<file path="src/rtl/pt_pkg.sv">
package pt_pkg;
  typedef enum logic [1:0] {
    FLT_NONE    = 2'd0,
    FLT_INVALID = 2'd1,
    FLT_ABSENT  = 2'd2,
    FLT_WPROT   = 2'd3
  } fault_e;

  typedef enum logic [1:0] {
    ST_IDLE,
    ST_FETCH,
    ST_WAIT,
    ST_RESP
  } state_e;
endpackage

</file>
<file path="src/rtl/pt_base_regs.sv">
module pt_base_regs #(
  parameter int N_PID  = 4,
  parameter int TBL_AW = 32,
  localparam int PID_W = $clog2(N_PID)
) (
  input  logic                    clk_i,
  input  logic                    rst_ni,
  input  logic                    we_i,
  input  logic [PID_W-1:0]        wpid_i,
  input  logic [TBL_AW-1:0]       wdata_i,
  input  logic [PID_W-1:0]        rpid_i,
  output logic [TBL_AW-1:0]       rdata_o,
  output logic [N_PID*TBL_AW-1:0] bases_o
);
  logic [TBL_AW-1:0] base_q [N_PID];

  for (genvar g = 0; g < N_PID; g++) begin : g_base
    always_ff @(posedge clk_i or negedge rst_ni) begin
      if (!rst_ni) base_q[g] <= '0;
      else if (we_i && (wpid_i == PID_W'(g))) base_q[g] <= wdata_i;
    end
    assign bases_o[g*TBL_AW +: TBL_AW] = base_q[g];
  end

  assign rdata_o = base_q[rpid_i];
endmodule

</file>
<file path="src/rtl/pt_entry_check.sv">
module pt_entry_check import pt_pkg::*; #(
  parameter int PTE_W = 32,
  parameter int PPN_W = 20,
  parameter int OFF_W = 12,
  localparam int PA_W = PPN_W + OFF_W
) (
  input  logic [PTE_W-1:0] pte_i,
  input  logic             write_i,
  input  logic [OFF_W-1:0] offset_i,
  output logic [1:0]       fault_o,
  output logic [PA_W-1:0]  paddr_o
);
  localparam int VALID_B = PTE_W - 1;
  localparam int RES_B   = PTE_W - 2;
  localparam int WP_B    = PTE_W - 3;

  fault_e fault;
  logic   unused_pte;
  assign unused_pte = ^pte_i[WP_B-1:PPN_W];

  // priority: invalid, then absent, then write protection
  always_comb begin
    if (!pte_i[VALID_B])             fault = FLT_INVALID;
    else if (!pte_i[RES_B])          fault = FLT_ABSENT;
    else if (write_i && pte_i[WP_B]) fault = FLT_WPROT;
    else                             fault = FLT_NONE;
  end

  assign fault_o = fault;
  assign paddr_o = {pte_i[PPN_W-1:0], offset_i};
endmodule

</file>
<file path="src/rtl/page_xlate.sv">
module page_xlate import pt_pkg::*; #(
  parameter int VA_W   = 32,
  parameter int OFF_W  = 12,
  parameter int PPN_W  = 20,
  parameter int N_PID  = 4,
  parameter int PTE_W  = 32,
  parameter int TBL_AW = 32
) (
  input  logic                     clk_i,
  input  logic                     rst_ni,
  input  logic                     req_valid_i,
  input  logic [VA_W-1:0]          req_vaddr_i,
  input  logic                     req_write_i,
  input  logic [$clog2(N_PID)-1:0] req_pid_i,
  output logic                     busy_o,
  output logic                     done_o,
  output logic [1:0]               fault_o,
  output logic [PPN_W+OFF_W-1:0]   paddr_o,
  input  logic                     base_we_i,
  input  logic [$clog2(N_PID)-1:0] base_pid_i,
  input  logic [TBL_AW-1:0]        base_data_i,
  output logic                     mem_req_o,
  output logic [TBL_AW-1:0]        mem_addr_o,
  input  logic                     mem_gnt_i,
  input  logic                     mem_rvalid_i,
  input  logic [PTE_W-1:0]         mem_rdata_i
);
  localparam int VPN_W  = VA_W - OFF_W;
  localparam int PID_W  = $clog2(N_PID);
  localparam int PA_W   = PPN_W + OFF_W;
  localparam int ENT_SH = $clog2(PTE_W / 8);

  state_e             state_q;
  logic [VPN_W-1:0]   vpn_q;
  logic [OFF_W-1:0]   off_q;
  logic               write_q;
  logic [PID_W-1:0]   pid_q;
  logic [1:0]         fault_q;
  logic [PA_W-1:0]    paddr_q;

  logic               base_we;
  logic [TBL_AW-1:0]  base_sel;
  logic [N_PID*TBL_AW-1:0] bases;
  logic [1:0]         chk_fault;
  logic [PA_W-1:0]    chk_paddr;

  assign base_we = base_we_i && (state_q == ST_IDLE);

  pt_base_regs #(.N_PID(N_PID), .TBL_AW(TBL_AW)) u_bases (
    .clk_i   (clk_i),
    .rst_ni  (rst_ni),
    .we_i    (base_we),
    .wpid_i  (base_pid_i),
    .wdata_i (base_data_i),
    .rpid_i  (pid_q),
    .rdata_o (base_sel),
    .bases_o (bases)
  );

  pt_entry_check #(.PTE_W(PTE_W), .PPN_W(PPN_W), .OFF_W(OFF_W)) u_check (
    .pte_i    (mem_rdata_i),
    .write_i  (write_q),
    .offset_i (off_q),
    .fault_o  (chk_fault),
    .paddr_o  (chk_paddr)
  );

  always_ff @(posedge clk_i or negedge rst_ni) begin
    if (!rst_ni) begin
      state_q <= ST_IDLE;
      vpn_q   <= '0;
      off_q   <= '0;
      write_q <= 1'b0;
      pid_q   <= '0;
      fault_q <= '0;
      paddr_q <= '0;
    end else begin
      unique case (state_q)
        ST_IDLE: if (req_valid_i) begin
          vpn_q   <= req_vaddr_i[VA_W-1:OFF_W];
          off_q   <= req_vaddr_i[OFF_W-1:0];
          write_q <= req_write_i;
          pid_q   <= req_pid_i;
          state_q <= ST_FETCH;
        end
        ST_FETCH: if (mem_gnt_i) state_q <= ST_WAIT;
        ST_WAIT: if (mem_rvalid_i) begin
          fault_q <= chk_fault;
          paddr_q <= (chk_fault == FLT_NONE) ? chk_paddr : '0;
          state_q <= ST_RESP;
        end
        ST_RESP: state_q <= ST_IDLE;
        default: state_q <= ST_IDLE;
      endcase
    end
  end

  assign busy_o     = (state_q != ST_IDLE);
  assign done_o     = (state_q == ST_RESP);
  assign fault_o    = fault_q;
  assign paddr_o    = paddr_q;
  assign mem_req_o  = (state_q == ST_FETCH);
  assign mem_addr_o = base_sel + (TBL_AW'(vpn_q) << ENT_SH);

  p_fetch_hold_r11: assert property (@(posedge clk_i) disable iff (!rst_ni)
    (mem_req_o && !mem_gnt_i) |=> (mem_req_o && $stable(mem_addr_o)));

  p_resp_latency_r8: assert property (@(posedge clk_i) disable iff (!rst_ni)
    (mem_rvalid_i && busy_o && !mem_req_o && !done_o) |=> done_o);

  p_done_pulse_r8: assert property (@(posedge clk_i) disable iff (!rst_ni)
    done_o |=> (!done_o && !busy_o));

  p_fault_zero_pa_r5: assert property (@(posedge clk_i) disable iff (!rst_ni)
    (done_o && (fault_o != 2'd0)) |-> (paddr_o == '0));

  p_base_frozen_r10: assert property (@(posedge clk_i) disable iff (!rst_ni)
    busy_o |=> $stable(bases));
endmodule

</file>
<file path="config.mk">
export PLATFORM = sky130hd
export DESIGN_NAME = page_xlate
export DESIGN_NICKNAME = d
export VERILOG_FILES = /design/src/rtl/pt_pkg.sv /design/src/rtl/pt_base_regs.sv /design/src/rtl/pt_entry_check.sv /design/src/rtl/page_xlate.sv
export SDC_FILE = /design/constraint.sdc
export NUM_CORES = 1
export LEC_CHECK = 0
export BUFFER_PORTS_ARGS = -buffer_cell sky130_fd_sc_hd__clkbuf_2
export CORE_ASPECT_RATIO = 0.6
export CORE_MARGIN = 10
export CORE_UTILIZATION = 41
export CTS_BUF_LIST = sky130_fd_sc_hd__clkbuf_8
export DETAILED_ROUTE_END_ITERATION = 10
export PLACE_DENSITY = 0.7
export SLEW_MARGIN = 20
export SYNTH_ARGS = -nofsm -noshare
export SYNTH_HDL_FRONTEND = slang
export SYNTH_SLANG_ARGS = --single-unit
</file>
<file path="constraint.sdc">
create_clock -name clk_i -period 4.7 [get_ports clk_i]
set_input_delay 1.41 -clock clk_i [delete_from_list [all_inputs] [get_ports clk_i]]
set_output_delay 1.41 -clock clk_i [all_outputs]
set_load 0.01 [all_outputs]
</file>
==> results of run 1 <==
## worst max path at each step
stage	start	end	slack, ns	cells after the start
3_5_place_dp	pid_q[1]$_DFFE_PN0P_	mem_addr_o[29]	0.10	10
5_1_grt	pid_q[0]$_DFFE_PN0P_	mem_addr_o[17]	-0.36	12
3_3_place_gp	pid_q[1]$_DFFE_PN0P_	mem_addr_o[29]	0.14	10
2_1_floorplan	pid_q[0]$_DFFE_PN0P_	mem_addr_o[31]	0.19	11
4_1_cts	pid_q[0]$_DFFE_PN0P_	mem_addr_o[29]	-0.21	11
6_report	pid_q[0]$_DFFE_PN0P_	mem_addr_o[17]	-0.22	12
## flip-flops by register name, indices dropped and copies added (netlist names)
name	flops
off_q	12
u_bases.bases_o	128
write_q	1
fault_o	2
pid_q	2
vpn_q	20
paddr_o	32
state_q	2
## metrics by stage
| stage | TNS [ns] | cell area [um2] | worst slack (ns) | util [%] |
|---|---|---|---|---|
| global route | -4.08 | 12200 | -0.357 | 54.6 |
| detailed placement | 0 | 10900 | 0.101 | 49.0 |
| floorplan | 0 | 9450 | 0.191 | - |
| finish | -1.52 | 12200 | -0.222 | 54.6 |
| global placement | 0 | 10900 | 0.140 | 49.0 |
| CTS | -1.52 | 12000 | -0.209 | 53.7 |
## repair_timing
item,in CTS,in global routing
setup buffers,13,6
endpoints found under the hold margin,0,0
endpoints found under the setup margin,21,21
gates cloned,1,0
pin swaps,31,25
gates resized for setup,86,52
## worst max-delay path, stage by stage (launching register included)
cell,delay (ns)
sky130_fd_sc_hd__dfrtp_2,0.40
sky130_fd_sc_hd__buf_8,0.14
sky130_fd_sc_hd__mux4_2,0.58
sky130_fd_sc_hd__ha_4,0.25
sky130_fd_sc_hd__and2_4,0.17
sky130_fd_sc_hd__a221oi_4,0.29
sky130_fd_sc_hd__buf_4,0.17
sky130_fd_sc_hd__o21ai_4,0.05
sky130_fd_sc_hd__a22o_1,0.26
sky130_fd_sc_hd__o31ai_2,0.29
sky130_fd_sc_hd__buf_4,0.18
sky130_fd_sc_hd__xnor2_4,0.12
sky130_fd_sc_hd__buf_6,0.13
## metal layers
metal  share of wire, %  GRT usage (%)  wire [um]
met5               0.18              0         46
met4                1.2           4.33        314
met3                6.6           5.45       1710
met2                 45           26.4      11700
met1                 47           23.8      12000
## kinds of logic after synthesis
group	Yosys count	synth area share, %
AOI/OAI and AO/OA	102	7.95
DFF	199	52.7
xor gates and xnor gates	25	2.32
buffers and inverters	44	2.05
adders and majority gates	26	3.52
and+or+nand+nor	79	4.13
muxes	195	27.3
## final cells by class
| type | instances | area [um2] |
|---|---|---|
| Fill cell | 1880 | 10100 |
| Clock inverter | 13 | 191 |
| Inverter | 10 | 37.5 |
| Antenna cell | 2 | 5.00 |
| Tap cell | 308 | 385 |
| Multi-Input combinational cell | 427 | 4860 |
| Sequential cell | 199 | 4980 |
| Timing Repair Buffer | 232 | 1470 |
| Clock buffer | 19 | 262 |
## cell usage in the layout, fill, tap and decap left out, types with 5 or more instances in the layout
| master | n |
|---|---|
| sky130_fd_sc_hd__a21oi_1 | 10 |
| sky130_fd_sc_hd__a21oi_2 | 9 |
| sky130_fd_sc_hd__a22o_1 | 33 |
| sky130_fd_sc_hd__and2_1 | 5 |
| sky130_fd_sc_hd__buf_2 | 17 |
| sky130_fd_sc_hd__buf_4 | 49 |
| sky130_fd_sc_hd__buf_6 | 11 |
| sky130_fd_sc_hd__clkbuf_2 | 146 |
| sky130_fd_sc_hd__clkbuf_8 | 20 |
| sky130_fd_sc_hd__dfrtp_1 | 197 |
| sky130_fd_sc_hd__ha_1 | 7 |
| sky130_fd_sc_hd__ha_4 | 18 |
| sky130_fd_sc_hd__inv_1 | 8 |
| sky130_fd_sc_hd__mux2_2 | 163 |
| sky130_fd_sc_hd__mux4_1 | 7 |
| sky130_fd_sc_hd__mux4_2 | 25 |
| sky130_fd_sc_hd__nand2_1 | 15 |
| sky130_fd_sc_hd__nand2_2 | 5 |
| sky130_fd_sc_hd__nor2_1 | 16 |
| sky130_fd_sc_hd__o21ai_0 | 9 |
| sky130_fd_sc_hd__o21ai_2 | 6 |
| sky130_fd_sc_hd__xnor2_1 | 16 |
==> key figures, run 1 <==
Die
  • Total core area: between 20000 and 25000 um2
  • Initial Util: a little over two fifths
  • I/O pin total: roughly 180
  • Chip Height: between 100 and 150 um
  • Die outline width: 216 um
  • Die area: 29700 um2
  • Placement row count: 42

STA
  • Tcrit/Tclk final: 105%
  • Normalized max-slew margin: 33.0%
  • Worst Hold Margin: a little under 0.5 ns
  • Setup skew after layout: 0.00799 ns
  • Setup repair after global routing missed its margin: true
  • Max Freq: 203 MHz
  • Final setup slack of the worst path: -0.222 ns
  • Number of max-slew violations in the final report: 0
  • Min Clock Period, post-route: between 4 and 5 ns
  • Total of endpoints with negative setup slack in the final report: 15
  • Number of hold violations in the final report: 0
  • Pin slew with the least headroom to its limit: approximately 1.0 ns

Logic synthesis
  • Mapped Nets: about 800
  • Synth Cell Area: around 9400 um2
  • Seq/Total Area, Yosys: 52.7%
  • Number of distinct library cells after synthesis: roughly 50
  • Post-synth EDFFs: 0
  • Share of Yosys cell area claimed by the top area cell type: 52.7%
  • Average instance area after synthesis: 14.1 um2
  • Cell count after synthesis: 670
  • Cell types with the largest area share after synthesis: sky130_fd_sc_hd__dfrtp_1 53%, sky130_fd_sc_hd__mux2_2 19%, sky130_fd_sc_hd__mux4_2 6.0%, sky130_fd_sc_hd__ha_1 3.3%, sky130_fd_sc_hd__a22o_1 3.1%
  • Synthesis Warnings: 0
  • Main synth FF type: sky130_fd_sc_hd__dfrtp_1
  • Most common cell in the netlist: sky130_fd_sc_hd__dfrtp_1
  • Share of synthesized registers carrying an async set or reset: 100%
  • Yosys top cell by area: sky130_fd_sc_hd__dfrtp_1
  • Most frequent cells after synthesis: 199 x sky130_fd_sc_hd__dfrtp_1, 163 x sky130_fd_sc_hd__mux2_2, 33 x sky130_fd_sc_hd__a22o_1
  • Number of flip-flops and latches in the synthesized netlist: slightly below 200

Clock tree
  • Count of hold-fix buffers inserted at cts: 0
  • Number of buffers inserted during clock tree synthesis: 17
  • Sink count of the clock tree: 199
  • TritonCTS clock tree: yes
  • Buffer type at the clock tree root: sky130_fd_sc_hd__clkbuf_8
  • Clock-pin slew on the worst setup and hold paths: about 0.10 ns
  • H-tree depth reported by CTS: 4
  • Clock latency on the worst-skew pair: about 0.48 ns
  • Max Buffers Root-to-Sink: 2

Layout
  • Post-layout nets: between 1000 and 1500
  • Final std cells w/o fill: 1210
  • Layout cells sized above 1: about three fifths
  • Area added between synthesis and finish: 29.1%

GRT
  • Via count of the first global-routing pass: between 6000 and 7000
  • GRT Total Usage: roughly 17%
  • Pin count of the biggest net entering global routing: 92
  • Wire length of the first global-routing pass: roughly 40000 um
  • Global-route congestion overflow total: 0
  • Number of antenna violations at the first check in global routing: 5

Setup path
  • Startpoint of the worst-slack reg-to-reg timing path: state_q[1]$_DFFE_PN0P_
  • Worst Reg-to-Reg Cells: 5
  • Endpoint of the most critical register-to-register path: u_bases.bases_o[112]$_DFFE_PN0P_
  • Setup CP Type: reg -> out
  • Critical path endpoint category: primary output
  • Critical Path AT: 3.51 ns
  • R2r setup slk: about 2 ns
  • Largest fanout on the critical path: 5
  • Type of origin of the critical path: register
  • Data required time at the worst endpoint: roughly 3.3 ns

Place
  • Dpl hpwl: 18000 um
  • Gp weighted congestion: between 0.8 and 0.9
  • Inst Count DP: about 1200
  • Number of port buffers: roughly 170

Detailed routing
  • First-pass detailed-route iteration total: 4
  • Average detailed-routed wire length per instance: 21.3 um
  • Drt drc: 0
  • Average vias per placed instance: around 5.3
  • Routed WL: approximately 26000 um
  • Routed via count: roughly 6500
  • ANT nets after route: 0
  • DR iter-0 viols: about 400

Hold path
  • Number of cells on the worst hold path: 1
  • Hold Path Class: reg -> reg
  • End point of the worst hold path: paddr_o[9]$_DFFE_PN0P_
  • Startpoint of the most critical hold path: off_q[9]$_DFFE_PN0P_

Flow run
  • Max Cap Viol: 0

Status
  • Outcome: finished with violations
  • Violated checks: setup timing
Power of run 1 is left out: the tool's default activity adds up to more than one toggle a clock period on the data nets, which glitch-free logic cannot reach.
==> run 2, diff against run 1 <==
- MAX_ROUTING_LAYER: default -> met4
==> run 2 against run 1 <==
Effect of this change: critical path depth unchanged; largest cell class unchanged; register-to-register slack worse by 0.05 ns; die area unchanged; cell count up 0.50%; cell area up 0.56%; setup slack better by 0.011 ns; non-clock buffer count up 3; worst hold slack about the same; the flow still finishes with violations (setup timing); clock skew about the same.
==> key figures, run 2 (synthesized netlist as in run 1, its figures left out) <==
Status
  • Outcome: finished with violations
  • Violated checks: setup timing

Clock tree
  • Clock latency on the worst-skew pair: 0.47 ns
  • Count of hold-fix buffers inserted at cts: 0
  • Buffer type at the clock tree root: sky130_fd_sc_hd__clkbuf_8
  • Clock-pin slew on the worst setup and hold paths: 0.10 ns
  • Number of buffers inserted during clock tree synthesis: 17
  • Sink count of the clock tree: roughly 200
  • TritonCTS clock tree: yes
  • H-tree depth reported by CTS: 4
  • Max Buffers Root-to-Sink: 2

STA
  • Tcrit/Tclk final: 104%
  • Normalized max-slew margin: about a third
  • Max Freq: 204 MHz
  • Min Clock Period, post-route: ~4.9 ns
  • Number of max-slew violations in the final report: 0
  • Number of hold violations in the final report: 0
  • Setup repair after global routing missed its margin: true
  • Setup skew after layout: approximately 0.0076 ns
  • Final setup slack of the worst path: -0.211 ns
  • Total of endpoints with negative setup slack in the final report: 17
  • Pin slew with the least headroom to its limit: between 0.9 and 1 ns

GRT
  • GRT Total Usage: roughly 18%
  • Pin count of the biggest net entering global routing: 92
  • Global-route congestion overflow total: 0
  • Via count of the first global-routing pass: just under 7000
  • Wire length of the first global-routing pass: ~40000 um
  • Number of antenna violations at the first check in global routing: 5

Setup path
  • Largest fanout on the critical path: 5
  • Setup CP Type: reg -> out
  • Type of origin of the critical path: register
  • Critical path endpoint category: primary output
  • Critical Path AT: approximately 3.5 ns
  • Data required time at the worst endpoint: 3.29 ns

Die
  • Initial Util: between 40% and 50%
  • Die outline width: roughly 220 um
  • Die area: ~30000 um2
  • I/O pin total: between 150 and 200
  • Total core area: 22300 um2
  • Placement row count: 42
  • Chip Height: around 140 um

Hold path
  • Hold Path Class: reg -> reg

Detailed routing
  • Average detailed-routed wire length per instance: approximately 21 um
  • Drt drc: 0
  • DR iter-0 viols: between 300 and 400
  • First-pass detailed-route iteration total: 5
  • Routed via count: 6521
  • ANT nets after route: 0
  • Average vias per placed instance: approximately 5.4
  • Routed WL: about 26000 um

Layout
  • Most common cell after layout, fill and taps aside: sky130_fd_sc_hd__dfrtp_1
  • Layout cells sized above 1: 60.1%
  • Post-route cell area: 12300 um2
  • Most frequent cells in the layout: 197 x sky130_fd_sc_hd__dfrtp_1, 163 x sky130_fd_sc_hd__mux2_2, 147 x sky130_fd_sc_hd__clkbuf_2, 50 x sky130_fd_sc_hd__buf_4, 33 x sky130_fd_sc_hd__a22o_1
  • Number of flip-flops under the largest register name: around 130
  • FILL cells: about 1900
  • Area added between synthesis and finish: 29.8%
  • Post-layout nets: 1023

Flow run
  • Max Cap Viol: 0

Place
  • Post-DP Area: ~11000 um2
  • Gp weighted congestion: between 0.8 and 0.9
  • Dpl hpwl: approximately 18000 um
  • Number of port buffers: 166
  • Place WS: between 0.1 and 0.15 ns
run 2: path summary, 6_finish.rpt:
path / start / end / slack (ns) / cells past startpoint
worst max-delay path: pid_q[0]$_DFFE_PN0P_ / mem_addr_o[17] / -0.21 / 12
worst min-delay path: off_q[9]$_DFFE_PN0P_ / paddr_o[9]$_DFFE_PN0P_ / 0.48 / 1
worst max register to register: state_q[1]$_DFFE_PN0P_ / u_bases.bases_o[112]$_DFFE_PN0P_ / 1.91 / 5
worst min register to register: off_q[9]$_DFFE_PN0P_ / paddr_o[9]$_DFFE_PN0P_ / 0.48 / 1
max in group asynchronous: rst_ni / u_bases.bases_o[125]$_DFFE_PN0P_ / 2.78 / 2
min in group asynchronous: rst_ni / vpn_q[16]$_DFFE_PN0P_ / 0.99 / 1
run 2: metal layers:
| metal | routed length [um] | track usage (%) | part of all wire (%) | vias to the layer above |
|---|---|---|---|---|
| met5 | 0 | - | 0 | - |
| met4 | 308 | 4.33 | 1.2 | 0 |
| met3 | 1530 | 5.28 | 5.9 | 26 |
| met2 | 11800 | 26.5 | 46 | 167 |
| met1 | 12300 | 23.8 | 47 | 3376 |
| li1 | - | - | - | 2952 |
run 2: metrics by stage:
stage | setup TNS [ns] | util (%) | std cells | hold WS, ns
floorplan | 0 | - | 670 | 0.461
global placement | 0 | 49.0 | 1158 | 0.466
detailed placement | 0 | 49.0 | 1158 | 0.473
CTS | -1.52 | 53.7 | 1204 | 0.490
global route | -4.28 | 54.9 | 1216 | 0.511
finish | -1.55 | 54.9 | 1216 | 0.481
run 2: layout make-up:
cell class | instances | area (um2) | area share [%]
multi-input combinational | 427 | 4890 | 39.9
inverter | 10 | 37.5 | 0.306
tap | 308 | 385 | 3.14
sequential | 199 | 4980 | 40.6
timing repair buffer | 235 | 1500 | 12.3
clock buffer | 19 | 262 | 2.13
antenna | 5 | 12.5 | 0.102
clock inverter | 13 | 191 | 1.56
run 2: repair_timing:
| item | 4_1_cts | 5_1_grt |
|---|---|---|
| resized for setup | 86 | 59 |
| gates cloned | 1 | 0 |
| pin swaps | 31 | 23 |
| setup endpoints to repair | 21 | 21 |
| setup buffers | 13 | 9 |
run 2: critical path: stages, from the launching register on:
cell	delay, ns
sky130_fd_sc_hd__dfrtp_2	0.40
sky130_fd_sc_hd__buf_8	0.14
sky130_fd_sc_hd__mux4_2	0.57
sky130_fd_sc_hd__ha_4	0.25
sky130_fd_sc_hd__and2_4	0.17
sky130_fd_sc_hd__a221oi_4	0.29
sky130_fd_sc_hd__buf_4	0.17
sky130_fd_sc_hd__o21ai_4	0.06
sky130_fd_sc_hd__a22o_1	0.26
sky130_fd_sc_hd__o31ai_2	0.29
sky130_fd_sc_hd__buf_4	0.18
sky130_fd_sc_hd__xnor2_4	0.12
sky130_fd_sc_hd__buf_6	0.13
Power of run 2 is left out for the same reason.
